<file path="src/rtl/rtc_prescaler.sv">
module rtc_prescaler #(
  parameter int SEC_HALF  = 16384,
  parameter int CAL_HALF  = 128,
  parameter int MIN_SECS  = 30,
  parameter int CMP_DELAY = 131
) (
  input  logic       clk,
  input  logic       arst_n,
  input  logic       sync_clr,
  output logic       cal_out,
  output logic       sec_out,
  output logic       min_out,
  output logic       min_adv,
  output logic       cmp_strobe,
  output logic [1:0] status
);

  localparam int HC_W   = $clog2(SEC_HALF);
  localparam int CAL_B  = $clog2(CAL_HALF);
  localparam int SC_W   = $clog2(MIN_SECS + 1);
  localparam int DLY_W  = $clog2(CMP_DELAY + 1);
  localparam logic [HC_W-1:0]  HC_LAST = HC_W'(SEC_HALF - 1);
  localparam logic [SC_W-1:0]  SC_LAST = SC_W'(MIN_SECS - 1);
  localparam logic [DLY_W-1:0] DLY_LD  = DLY_W'(CMP_DELAY);

  logic [HC_W-1:0]  hc_q;
  logic [SC_W-1:0]  sc_q;
  logic [DLY_W-1:0] dly_q;
  logic             sec_q, min_q, adv_q, cmp_q;

  logic hc_wrap, sec_fall, sc_wrap, min_fall;

  assign hc_wrap  = (hc_q == HC_LAST);
  assign sec_fall = hc_wrap && sec_q;
  assign sc_wrap  = (sc_q == SC_LAST);
  assign min_fall = sec_fall && sc_wrap && min_q;

  always_ff @(posedge clk or negedge arst_n) begin
    if (!arst_n) begin
      hc_q <= '0;
      sec_q <= 1'b0;
    end else if (sync_clr) begin
      hc_q <= '0;
      sec_q <= 1'b0;
    end else begin
      hc_q <= hc_wrap ? '0 : hc_q + 1'b1;
      if (hc_wrap) sec_q <= ~sec_q;
    end
  end

  always_ff @(posedge clk or negedge arst_n) begin
    if (!arst_n) begin
      sc_q <= '0;
      min_q <= 1'b0;
    end else if (sync_clr) begin
      sc_q <= '0;
      min_q <= 1'b0;
    end else if (sec_fall) begin
      sc_q <= sc_wrap ? '0 : sc_q + 1'b1;
      if (sc_wrap) min_q <= ~min_q;
    end
  end

  always_ff @(posedge clk or negedge arst_n) begin
    if (!arst_n) begin
      dly_q <= '0;
      adv_q <= 1'b0;
      cmp_q <= 1'b0;
    end else if (sync_clr) begin
      dly_q <= '0;
      adv_q <= 1'b0;
      cmp_q <= 1'b0;
    end else begin
      adv_q <= min_fall;
      cmp_q <= (dly_q == DLY_W'(1));
      if (min_fall)          dly_q <= DLY_LD;
      else if (dly_q != '0)  dly_q <= dly_q - 1'b1;
    end
  end

  assign cal_out    = hc_q[CAL_B];
  assign sec_out    = sec_q;
  assign min_out    = min_q;
  assign min_adv    = adv_q;
  assign cmp_strobe = cmp_q;
  assign status     = {min_q, sec_q};

  p_sec_count_range_r5: assert property (@(posedge clk) disable iff (!arst_n)
    sc_q < SC_W'(MIN_SECS));

  p_min_on_sec_fall_r6: assert property (@(posedge clk) disable iff (!arst_n)
    (!$past(sync_clr) && (min_q != $past(min_q))) |-> (!sec_q && $past(sec_q)));

  p_adv_single_r7: assert property (@(posedge clk) disable iff (!arst_n)
    min_adv |=> !min_adv);

  p_adv_on_min_fall_r7: assert property (@(posedge clk) disable iff (!arst_n)
    min_adv |-> (!min_q && $past(min_q)));

  p_cmp_single_r8: assert property (@(posedge clk) disable iff (!arst_n)
    cmp_strobe |=> !cmp_strobe);

  p_cmp_not_with_adv_r8: assert property (@(posedge clk) disable iff (!arst_n)
    min_adv |-> !cmp_strobe);

endmodule

</file>
<file path="config.mk">
export PLATFORM = sky130hd
export DESIGN_NAME = rtc_prescaler
export DESIGN_NICKNAME = d
export VERILOG_FILES = /design/src/rtl/rtc_prescaler.sv
export SDC_FILE = /design/constraint.sdc
export NUM_CORES = 1
export LEC_CHECK = 0
export BUFFER_PORTS_ARGS = -buffer_cell sky130_fd_sc_hd__buf_4
export CORE_MARGIN = 2
export CORE_UTILIZATION = 59
export DETAILED_ROUTE_END_ITERATION = 12
export PLACE_DENSITY = 0.78
export SETUP_SLACK_MARGIN = 0.3
export SLEW_MARGIN = 20
export SYNTH_ARGS = -nofsm -noshare
export SYNTH_HDL_FRONTEND = slang
export SYNTH_SLANG_ARGS = --single-unit
</file>
<file path="constraint.sdc">
create_clock -name clk -period 1.9 [get_ports clk]
set_input_delay 0.475 -clock clk [delete_from_list [all_inputs] [get_ports clk]]
set_output_delay 0.475 -clock clk [all_outputs]
set_load 0.01 [all_outputs]
</file>
### Word-level counts from Yosys, hierarchy flattened

Index checks and enable logic that the tools add are counted.

| word-level totals | value |
|---|---|
| register bits after elaboration | 31 |
| bits of input ports | 3 |
| memory bits (read-only) | 0 |
| bits in latches | 0 |
| output and inout bits | 7 |
| bits in writable memories | 0 |
| memories kept | 0 |

| operators by class | value |
|---|---|
| multiplexer cells | 15 |
| add/sub/neg operators | 3 |
| multiply operators | 0 |
| bitwise gates (word level) | 2 |
| shift-type cells | 0 |
| reduce and logical (&&, ||, !) cells | 9 |
| equal/unequal tests | 3 |
| $lt $le $gt $ge | 0 |
| div/mod/pow operators | 0 |

Operators with widths:

| cell | count |
|---|---|
| $mux W14 | 2 |
| $mux W8 | 3 |
| $mux W5 | 3 |
| $add A14 B1 Y14 const B | 1 |
| $eq A14 B14 Y1 const B | 1 |
| $eq A8 B1 Y1 const B | 1 |
| $reduce_bool A8 Y1 | 1 |
| $sub A8 B1 Y8 const B | 1 |
| $mux W1 | 7 |
| $reduce_bool A2 Y1 | 3 |
| $add A5 B1 Y5 const B | 1 |
| $eq A5 B5 Y1 const B | 1 |
| $logic_and A1 B1 Y1 | 3 |
| $reduce_bool A3 Y1 | 1 |
| $not A1 Y1 | 2 |
| $reduce_and A2 Y1 | 1 |

### Logic depth before layout (Yosys ltp)

Gate-level depths: netlist of run 1.

| logic depth | value |
|---|---|
| word-level depth | 6 |
| mapped depth | 6 |

### Least setup slack after synthesis of run 1

OpenSTA, ideal clock, no wires.

| timing | value |
|---|---|
| path kind | register to register |
| start | register dly_q[0] |
| end | register dly_q[5] |
| cell stages (with the launch flop) | 7 |
| period minus slack after synthesis | 1.643 ns |
| required time | 1.780 ns |
| library setup time | 0.120 ns |
| buffers on the path | 0 |
| data arrival time | 1.523 ns |
| path slack | 0.257 ns |
| cells stage by stage | dfrtp_1 > inv_1 > ha_1 > or3b_2 > o211ai_1 > xor2_1 > nor2_1 |

| on the way | value |
|---|---|
| longest elaborated chain between the ends | 4 |
| elaborated cells on any way between the ends | 6 |
| classes of those cells | add/sub (1); mux (3); reduce/logical (2) |

Ends and longest elaborated chain:

| element | line | RTL |
|---|---|---|
| start, declared | 28 | `logic [DLY_W-1:0] dly_q;` |
| start signal, assigned | 77 | `else if (dly_q != '0) dly_q <= dly_q - 1'b1;` |
| $sub A8 B1 Y8 | 77 |  |
| $mux W8 | 77 |  |
| $mux W8 | 76 | `if (min_fall) dly_q <= DLY_LD;` |
| $mux W8 | 69 | `end else if (sync_clr) begin` |

Parallel ways exist; a longest one is shown, timed or not. The select of a mux whose other input is x is not followed.
A chain may end at the register's enable or synchronous reset.

### Worst setup path in the final report of run 1

| timing | value |
|---|---|
| start | register sc_q[1] |
| end | register dly_q[7] |

| on the way | value |
|---|---|
| longest elaborated chain between the ends | 5 |
| elaborated cells on any way between the ends | 6 |
| classes of those cells | eq/ne (1); mux (2); reduce/logical (3) |

Ends and longest elaborated chain:

| element | line | RTL |
|---|---|---|
| start, declared | 27 | `logic [SC_W-1:0] sc_q;` |
| start signal, assigned | 59 | `sc_q <= sc_wrap ? '0 : sc_q + 1'b1;` |
| $eq A5 B5 Y1 * | 35 | `assign sc_wrap = (sc_q == SC_LAST);` |
| $logic_and A1 B1 Y1 * (2 in series) | 36 | `assign min_fall = sec_fall && sc_wrap && min_q;` |
| $mux W8 | 76 |  |
| $mux W8 | 69 |  |

Every way passes the cells marked *; elsewhere a longest branch is shown, timed or not.

==> impl_metrics.env, run 1 <==
export IMPL_critPathBufInv=1
export IMPL_routabilityCongestion=0.8831
export IMPL_grtUsageTotal_pct=22.05
export IMPL_start_kind="flop"
export IMPL_worstPathCellList="inv_1 > ha_1 > and4_4 > and3_4 > nand4_1 > a21oi_1"
export IMPL_die_area_um2=3284
export IMPL_slowest_delay_ns=0.42
export IMPL_worst_slew_pin_slew_ns=0.3801
export IMPL_start_util_pct=61.33
export IMPL_wl_mm=3.511
export IMPL_synth_flop_cell="dfrtp_1"
export IMPL_wl_per_cell_um=15.47
export IMPL_p_switching_mw=0.7306
export IMPL_vias=1371
export IMPL_die_height_um=57.31
export IMPL_rsz0062_at_grt="yes"
export IMPL_clock_skew_ns=0.01194
export IMPL_critPathCaptureType="flop"
export IMPL_clock_power_share_pct=20.9
export IMPL_fin_crit_sh_pct=87.47
export IMPL_numCtsBuffers=5
export IMPL_max_freq_ghz=0.6017
export IMPL_drv_cap=0
export IMPL_grt_max_degree=32
export IMPL_synth_seq_cells=31
export IMPL_grt_pass1_wl_mm=5.568
export IMPL_drcViolationCount=0
export IMPL_finalHoldViolCount=0
export IMPL_ios=10
export IMPL_p_leak_nw=0.8762
export IMPL_vias_per_cell=6.040
export IMPL_diodes=0
export IMPL_cp_depth=6
export IMPL_fillers=194
export IMPL_cp_max_fo=6
export IMPL_clockBufferDepth=2
export IMPL_drtAntennaViolNets=0
export IMPL_maxSlewViolCount=0
export IMPL_setup_viol=0
export IMPL_worst_path_max_delay_cell="dfrtp_1"
export IMPL_core_um2=2734
export IMPL_holdBufCountCts=0
export IMPL_cts_root_buf="clkbuf_4"
export IMPL_portBuffers=9
export IMPL_ys_warn_count=0
export IMPL_pwr_share_seq_pct=40.5
export IMPL_crit_type="reg -> reg"
export IMPL_synthesis_nets=181
export IMPL_syn_instance_count=172
export IMPL_power_internal_mw=1.371
export IMPL_first_global_vias=1255
export IMPL_worstHoldPathType="in -> async"
export IMPL_area_growth_pct=20.37
export IMPL_drive_gt1_share_pct=31.12
export IMPL_cts_htree_levels=2
export IMPL_synth_edff_count=0
export IMPL_swShare_pct=34.76
export IMPL_power_frac_comb_pct=38.5
export IMPL_fin_crit_ns=1.662
export IMPL_r2r_cells=6
export IMPL_antenna_found_initial=0
export IMPL_ys_seq_area_share_pct=46.27
export IMPL_clk_latency_ns=0.33
export IMPL_final_util_pct=73.82
export IMPL_async_flop_share_pct=100.0
export IMPL_synth_cell_area_um2=1677
export IMPL_hpwl_mm=2.233
export IMPL_worst_ir_drop_vdd_v=0.001188
export IMPL_avgSynthCellArea_um2=9.748
export IMPL_cts_tree="yes"
export IMPL_drt_iter0_drc=63
export IMPL_final_area_um2=2018
export IMPL_arrival_ns=1.92
export IMPL_status="finished clean"
export IMPL_grt_ovfl_total=0
export IMPL_postPlaceCellArea_um2=1762
export IMPL_synth_cell_types=35
export IMPL_dr_pass1_iters=4
export IMPL_critPathRequiredTime_ns=2.16
export IMPL_fin_setup_tns_ns=0
export IMPL_cp_top_family="simple AND/OR/NAND/NOR gates"
export IMPL_slew_limit_headroom_pct=74.66
export IMPL_nets=204
export IMPL_clock_sinks=31
export IMPL_die_w_um=57.31
export IMPL_rows=19
export IMPL_p_per_area_nw_per_um2=1041
export IMPL_clk_pin_slew_worst_paths_ns=0.10
## power by group through the flow
stage | logic (mW) | registers [mW] | clock network, mW
2_1_floorplan | 0.469 | 0.837 | 0
3_3_place_gp | 0.579 | 0.839 | 0
3_5_place_dp | 0.610 | 0.848 | 0
4_1_cts | 0.689 | 0.835 | 0.450
5_1_grt | 0.895 | 0.865 | 0.477
6_report | 0.810 | 0.852 | 0.440
## layer usage
layer	global-route usage, %	vias up	part of all wire [%]	wire length, um
li1	-	655	-	-
met5	0	-	0	0
met3	4.762	6	5.2	184
met2	36.29	46	51	1774
met4	8.970	0	1.5	51
met1	28.44	664	43	1501
## metrics by stage
stage	setup WS [ns]	cells	power, mW	hold WS (ns)
floorplan	0.3093	172	1.306	0.1794
global placement	0.1501	208	1.418	0.4219
detailed placement	0.07998	208	1.458	0.4251
CTS	0.3024	221	1.974	0.05468
global route	0.1802	227	2.237	0.06894
finish	0.2380	227	2.102	0.04535
## flip-flops by register name, summed over array words and instances (netlist names)
name and flops:
hc_q 14, dly_q 8, sc_q 5, cmp_strobe 1, min_adv 1, min_out 1, sec_out 1
## layout by cell type, fill, tap and decap left out, types with 7 or more instances in the layout
master	instances
nor2_1	27
dfrtp_1	29
a21oi_1	7
nor3_1	7
xnor2_1	7
nand2_1	11
xor2_1	9
buf_4	21
nand4_1	7
## cells by family (layout without fill, tap and decap cells)
group                    count (synthesis)  in the layout  share of synthesized area (%)
AO/OA/AOI/OAI                           25             25                          8.656
AND/OR/NAND/NOR                         82             82                          27.76
XOR/XNOR                                16             16                          8.359
flip-flops                              31             31                          46.27
adder cells (fa/ha/maj)                  6              6                          4.477
buffers and inverters                   10             34                          3.209
multiplexers                             2              2                          1.269
## path summary, 6_finish.rpt
path | to | from | slack (ns)
min in group clk | sc_q[0]$_DFFE_PN0P_ | sync_clr | 0.44
worst min register to register | cmp_strobe$_DFF_PN0_ | dly_q[6]$_DFFE_PN0P_ | 0.58
worst max register to register | dly_q[7]$_DFFE_PN0P_ | sc_q[1]$_DFFE_PN0P_ | 0.24
worst min-delay path | sc_q[0]$_DFFE_PN0P_ | arst_n | 0.05
worst max-delay path | dly_q[7]$_DFFE_PN0P_ | sc_q[1]$_DFFE_PN0P_ | 0.24
max in group asynchronous | hc_q[8]$_DFF_PN0_ | arst_n | 1.54
## final cells by class
class                           count  area, um2  share of cell area [%]
Sequential cell                    31      778.2                   38.56
Multi-Input combinational cell    131      955.9                   47.37
Inverter                            5      18.77                  0.9299
Tap cell                           31      38.79                   1.922
Clock buffer                        8      68.82                   3.410
Timing Repair Buffer               21      157.7                   7.812
## Yosys cell counts, types with 3 or more instances
cell type	number	share of area [%]
ha_1	6	4.5
nand4_1	7	2.6
xor2_1	9	4.7
nor3_1	7	2.1
nor2_1	28	6.3
a21oi_1	11	3.3
and3_1	3	1.1
nand2_1	11	2.5
dfrtp_1	31	46
xnor2_1	7	3.7
or4_1	5	2.2
o21ai_0	5	1.5
nand3_1	5	1.5
buf_4	4	1.8
inv_1	5	1.1
## what timing repair did
item	CTS	global route
pin swaps	7	8
resized for setup	9	17
endpoints found under the setup margin	21	14
setup buffers	5	6
(Power assumes the default switching activity.)
==> run 2: changes to the inputs <==
--- a/config.mk
+++ b/config.mk
@@ -7,9 +7,10 @@
 export LEC_CHECK = 0
 export BUFFER_PORTS_ARGS = -buffer_cell sky130_fd_sc_hd__buf_4
 export CORE_MARGIN = 2
-export CORE_UTILIZATION = 59
+export CORE_UTILIZATION = 62
+export CTS_BUF_LIST = sky130_fd_sc_hd__clkbuf_4 sky130_fd_sc_hd__clkbuf_8
 export DETAILED_ROUTE_END_ITERATION = 12
-export PLACE_DENSITY = 0.78
+export PLACE_DENSITY = 0.81
 export SETUP_SLACK_MARGIN = 0.3
 export SLEW_MARGIN = 20
 export SYNTH_ARGS = -nofsm -noshare
==> impl_metrics.env, run 2 (same netlist as run 1, synthesis figures left out) <==
export IMPL_grtUsageTotal_pct=25.76
export IMPL_fin_setup_tns_ns=0
export IMPL_drt_iter0_drc=101
export IMPL_wl_per_cell_um=16.85
export IMPL_clock_sinks=31
export IMPL_nets=210
export IMPL_worst_slew_pin_slew_ns=0.4971
export IMPL_area_growth_pct=23.21
export IMPL_cts_htree_levels=2
export IMPL_postPlaceCellArea_um2=1768
export IMPL_largest_register="hc_q"
export IMPL_max_freq_ghz=0.5998
export IMPL_finalHoldViolCount=0
export IMPL_first_global_vias=1343
export IMPL_portBuffers=9
export IMPL_largest_register_ffs=14
export IMPL_start_util_pct=66.47
export IMPL_critPathCaptureType="flop"
export IMPL_p_per_area_nw_per_um2=1044
export IMPL_holdBufCountCts=0
export IMPL_cts_root_buf="clkbuf_4"
export IMPL_vias=1428
export IMPL_post_layout_nonfiller_instances=232
export IMPL_p_switching_mw=0.7357
export IMPL_worstHoldPathType="in -> async"
export IMPL_clk_latency_ns=0.35
export IMPL_maxSlewViolCount=0
export IMPL_final_area_um2=2066
export IMPL_r2r_setup_slack_ns=0.23
export IMPL_dpl_cell_count=208
export IMPL_start_kind="flop"
export IMPL_reg2reg_from="dly_q[1]$_DFFE_PN0P_"
export IMPL_final_cell_mix="31 x dfrtp_1, 27 x nor2_1, 26 x buf_4"
export IMPL_die_area_um2=3136
export IMPL_rows=18
export IMPL_numCtsBuffers=5
export IMPL_core_um2=2522
export IMPL_drive_gt1_share_pct=33.17
export IMPL_clk_pin_slew_worst_paths_ns=0.11
export IMPL_drv_cap=0
export IMPL_arrival_ns=1.90
export IMPL_grt_ovfl_total=0
export IMPL_drtAntennaViolNets=0
export IMPL_antenna_found_initial=0
export IMPL_critPathRequiredTime_ns=2.13
export IMPL_grt_pass1_wl_mm=6.216
export IMPL_final_common_cell="dfrtp_1"
export IMPL_swShare_pct=34.10
export IMPL_drcViolationCount=0
export IMPL_slew_limit_headroom_pct=66.58
export IMPL_vias_per_cell=6.155
export IMPL_diodes=0
export IMPL_rsz0062_at_grt="yes"
export IMPL_largest_registers="hc_q (14), dly_q (8), sc_q (5)"
export IMPL_die_height_um=56
export IMPL_fin_hold_ws_ns=0.04443
export IMPL_clock_power_share_pct=25.2
export IMPL_final_util_pct=81.89
export IMPL_ios=10
export IMPL_dr_pass1_iters=5
export IMPL_r2r_cells=6
export IMPL_pwr_share_seq_pct=38.9
export IMPL_r2r_end="dly_q[5]$_DFFE_PN0P_"
export IMPL_worst_ir_drop_vdd_v=0.001302
export IMPL_power_frac_comb_pct=35.9
export IMPL_hpwl_mm=2.375
export IMPL_routabilityCongestion=0.8772
export IMPL_p_leak_nw=0.8980
export IMPL_clock_skew_ns=0.01376
export IMPL_setup_viol=0
export IMPL_cts_tree="yes"
export IMPL_fin_crit_sh_pct=87.75
export IMPL_crit_start="dly_q[1]$_DFFE_PN0P_"
export IMPL_fin_crit_ns=1.667
export IMPL_wl_mm=3.909
export IMPL_power_internal_mw=1.422
export IMPL_crit_type="reg -> reg"
export IMPL_die_w_um=56
export IMPL_status="finished clean"
export IMPL_cp_max_fo=3
export IMPL_clockBufferDepth=2
export IMPL_grt_max_degree=32
run 2: cell types whose count changed in the layout (fill, tap and decap cells not counted), sizes merged:
cell    change
buf         +6
clkbuf      -2
bufinv      +1
clkinv      +1
run 2: routing by layer:
metal | vias up | GRT usage (%) | routed length [um]
met5 | - | 0 | 0
met2 | 50 | 42.02 | 2030
met1 | 697 | 32.73 | 1604
met3 | 13 | 6.279 | 188
met4 | 0 | 10.54 | 85
li1 | 668 | - | -
run 2: final cells by class:
type / instances / area, um2
Timing Repair Buffer: 27 / 206.4
Tap cell: 30 / 37.54
Clock buffer: 6 / 51.30
Fill cell: 143 / 456.7
Sequential cell: 31 / 775.7
Multi-Input combinational cell: 131 / 940.9
Clock inverter: 2 / 35.03
Inverter: 5 / 18.77
run 2: power groups by stage:
stage / clock, mW / combinational [mW] / sequential, mW
2_1_floorplan: 0 / 0.469 / 0.837
3_3_place_gp: 0 / 0.589 / 0.840
3_5_place_dp: 0 / 0.622 / 0.848
4_1_cts: 0.552 / 0.716 / 0.833
5_1_grt: 0.580 / 0.839 / 0.846
6_report: 0.544 / 0.774 / 0.840
run 2: worst max path at each step:
| stage | endpoint | slack, ns | cells after the start |
|---|---|---|---|
| 2_1_floorplan | sc_q[3]$_DFFE_PN0P_ | 0.31 | 5 |
| 3_3_place_gp | dly_q[5]$_DFFE_PN0P_ | 0.24 | 6 |
| 3_5_place_dp | dly_q[5]$_DFFE_PN0P_ | 0.14 | 6 |
| 4_1_cts | dly_q[5]$_DFFE_PN0P_ | 0.28 | 6 |
| 5_1_grt | dly_q[5]$_DFFE_PN0P_ | 0.18 | 6 |
| 6_report | dly_q[5]$_DFFE_PN0P_ | 0.23 | 6 |
run 2: worst max-delay path, stage by stage (launching register included):
cell and delay (ns):
dfrtp_1 0.41, inv_2 0.09, ha_4 0.14, or3b_4 0.40, o211ai_1 0.23, xor2_1 0.21, nor2_1 0.06
run 2: through the flow:
step,worst slack (ns),total power [mW]
after floorplan,0.3093,1.306
after global placement,0.2400,1.429
after detailed placement,0.1435,1.471
after CTS,0.2787,2.100
after global routing,0.1829,2.265
final,0.2327,2.158
run 2: timing repair:
item | CTS | global route
gates resized for setup | 10 | 15
pin swaps | 5 | 7
endpoints found under the setup margin | 22 | 25
setup buffers | 13 | 3
==> run 3: changes to the inputs <==
--- a/config.mk
+++ b/config.mk
@@ -6,10 +6,10 @@
 export NUM_CORES = 1
 export LEC_CHECK = 0
 export BUFFER_PORTS_ARGS = -buffer_cell sky130_fd_sc_hd__buf_4
-export CORE_MARGIN = 2
 export CORE_UTILIZATION = 62
 export CTS_BUF_LIST = sky130_fd_sc_hd__clkbuf_4 sky130_fd_sc_hd__clkbuf_8
 export DETAILED_ROUTE_END_ITERATION = 12
+export MAX_ROUTING_LAYER = met4
 export PLACE_DENSITY = 0.81
 export SETUP_SLACK_MARGIN = 0.3
 export SLEW_MARGIN = 20
==> impl_metrics.env, run 3 (same netlist as run 1, synthesis figures left out) <==
export IMPL_slew_limit_headroom_pct=73.16
export IMPL_holdBufCountCts=0
export IMPL_grtUsageTotal_pct=28.39
export IMPL_final_common_cell="dfrtp_1"
export IMPL_grt_ovfl_total=0
export IMPL_grt_max_degree=32
export IMPL_first_global_vias=1292
export IMPL_crit_type="reg -> reg"
export IMPL_start_util_pct=66.47
export IMPL_largest_register="hc_q"
export IMPL_fin_crit_sh_pct=87.88
export IMPL_maxSlewViolCount=0
export IMPL_die_w_um=54
export IMPL_diodes=0
export IMPL_drtAntennaViolNets=0
export IMPL_final_area_um2=2037
export IMPL_clockBufferDepth=2
export IMPL_ios=10
export IMPL_rows=18
export IMPL_dr_pass1_iters=4
export IMPL_multi_input_area_um2=934.6
export IMPL_drt_iter0_drc=49
export IMPL_arrival_ns=1.88
export IMPL_die_area_um2=2916
export IMPL_fillers=155
export IMPL_largest_registers="hc_q (14), dly_q (8), sc_q (5)"
export IMPL_setup_viol=0
export IMPL_portBuffers=9
export IMPL_vias_per_cell=6.307
export IMPL_rsz0062_at_grt="yes"
export IMPL_cts_tree="yes"
export IMPL_vias=1457
export IMPL_nets=209
export IMPL_routabilityCongestion=0.8650
export IMPL_cp_max_fo=4
export IMPL_wl_per_cell_um=17.11
export IMPL_status="finished clean"
export IMPL_p_per_area_nw_per_um2=1052
export IMPL_final_cell_mix="29 x dfrtp_1, 28 x nor2_1, 26 x buf_4"
export IMPL_regArea_um2=778.2
export IMPL_cts_htree_levels=2
export IMPL_die_height_um=54
export IMPL_fin_setup_tns_ns=0
export IMPL_cts_root_buf="clkbuf_4"
export IMPL_hpwl_mm=2.328
export IMPL_drv_cap=0
export IMPL_antenna_found_initial=0
export IMPL_worst_slew_pin_slew_ns=0.4017
export IMPL_area_growth_pct=21.49
export IMPL_clk_pin_slew_worst_paths_ns=0.09
export IMPL_core_um2=2522
export IMPL_largest_register_ffs=14
export IMPL_drive_gt1_share_pct=32.34
export IMPL_critPathCaptureType="flop"
export IMPL_worstHoldPathType="in -> async"
export IMPL_critPathRequiredTime_ns=2.11
export IMPL_numCtsBuffers=5
export IMPL_fin_crit_ns=1.670
export IMPL_clock_sinks=31
export IMPL_grt_pass1_wl_mm=5.533
export IMPL_p_leak_nw=0.8862
export IMPL_start_kind="flop"
export IMPL_max_freq_ghz=0.5989
export IMPL_wl_mm=3.952
export IMPL_finalHoldViolCount=0
export IMPL_postPlaceCellArea_um2=1768
export IMPL_clock_skew_ns=0.004978
export IMPL_drcViolationCount=0
export IMPL_worst_ir_drop_vdd_v=0.001273
export IMPL_clk_latency_ns=0.33
-- run 3: changes by cell type in the layout (fill, tap and decap cells not counted), sizes merged --
cell,change
buf,-1
clkbuf,+2
bufinv,-1
clkinv,-1
-- run 3: where the power goes --
group | internal (mW) | total (mW) | leakage, nW | switching [mW]
Sequential | 0.740 | 0.854 | 0.421 | 0.113
Combinational | 0.396 | 0.843 | 0.423 | 0.447
Clock | 0.232 | 0.447 | 0.0420 | 0.215
Total | 1.37 | 2.14 | 0.886 | 0.776
-- run 3: final timing paths --
kind                                 startpoint  slack [ns]              endpoint  cells after the start
setup / recovery           dly_q[1]$_DFFE_PN0P_        0.23  dly_q[1]$_DFFE_PN0P_                      6
hold / removal                           arst_n        0.06   sc_q[0]$_DFFE_PN0P_                      1
setup reg to reg           dly_q[1]$_DFFE_PN0P_        0.23  dly_q[1]$_DFFE_PN0P_                      6
hold reg to reg            dly_q[6]$_DFFE_PN0P_        0.57  cmp_strobe$_DFF_PN0_                      1
max in group asynchronous                arst_n        1.54  dly_q[2]$_DFFE_PN0P_                      1
min in group clk                       sync_clr        0.44   sc_q[1]$_DFFE_PN0P_                      2
-- run 3: through the flow --
stage | setup WS, ns | instances | total power, mW | util [%] | hold slack [ns]
floorplan | 0.3093 | 172 | 1.306 | - | 0.1794
global placement | 0.2399 | 208 | 1.426 | 70.09 | 0.4172
detailed placement | 0.1628 | 208 | 1.467 | 70.09 | 0.4230
CTS | 0.3040 | 222 | 1.982 | 76.04 | 0.05757
global route | 0.1839 | 231 | 2.249 | 80.75 | 0.08321
finish | 0.2303 | 231 | 2.144 | 80.75 | 0.06048
-- run 3: metal layers --
layer  GRT usage [%]  wire [um]  up-vias  part of all wire [%]
met5               -          0        -                     0
li1                -          -      668                     -
met3           8.192        216       26                   5.5
met4           12.82        171        0                   4.3
met2           45.47       1982       61                    50
met1           32.85       1583      702                    40
-- run 3: area by class of cell --
cell class / instances / area share (%)
Sequential cell: 31 / 38.21
Timing Repair Buffer: 26 / 9.582
Clock buffer: 8 / 3.563
Inverter: 5 / 0.9214
Multi-Input combinational cell: 131 / 45.88
Tap cell: 30 / 1.843
-- run 3: repair_timing --
| item | 4_1_cts | 5_1_grt |
|---|---|---|
| endpoints found under the hold margin | 0 | 0 |
| resized for setup | 9 | 15 |
| cloned | 0 | 0 |
| setup endpoints to repair | 25 | 12 |
| pin swaps | 8 | 11 |
| setup buffers | 6 | 9 |
-- run 3: critical path: stages, from the launching register on --
cell and delay, ns:
dfrtp_1 0.40, inv_2 0.09, ha_4 0.14, nor3b_1 0.36, nand2_1 0.19, o21ai_0 0.27, a21oi_1 0.11
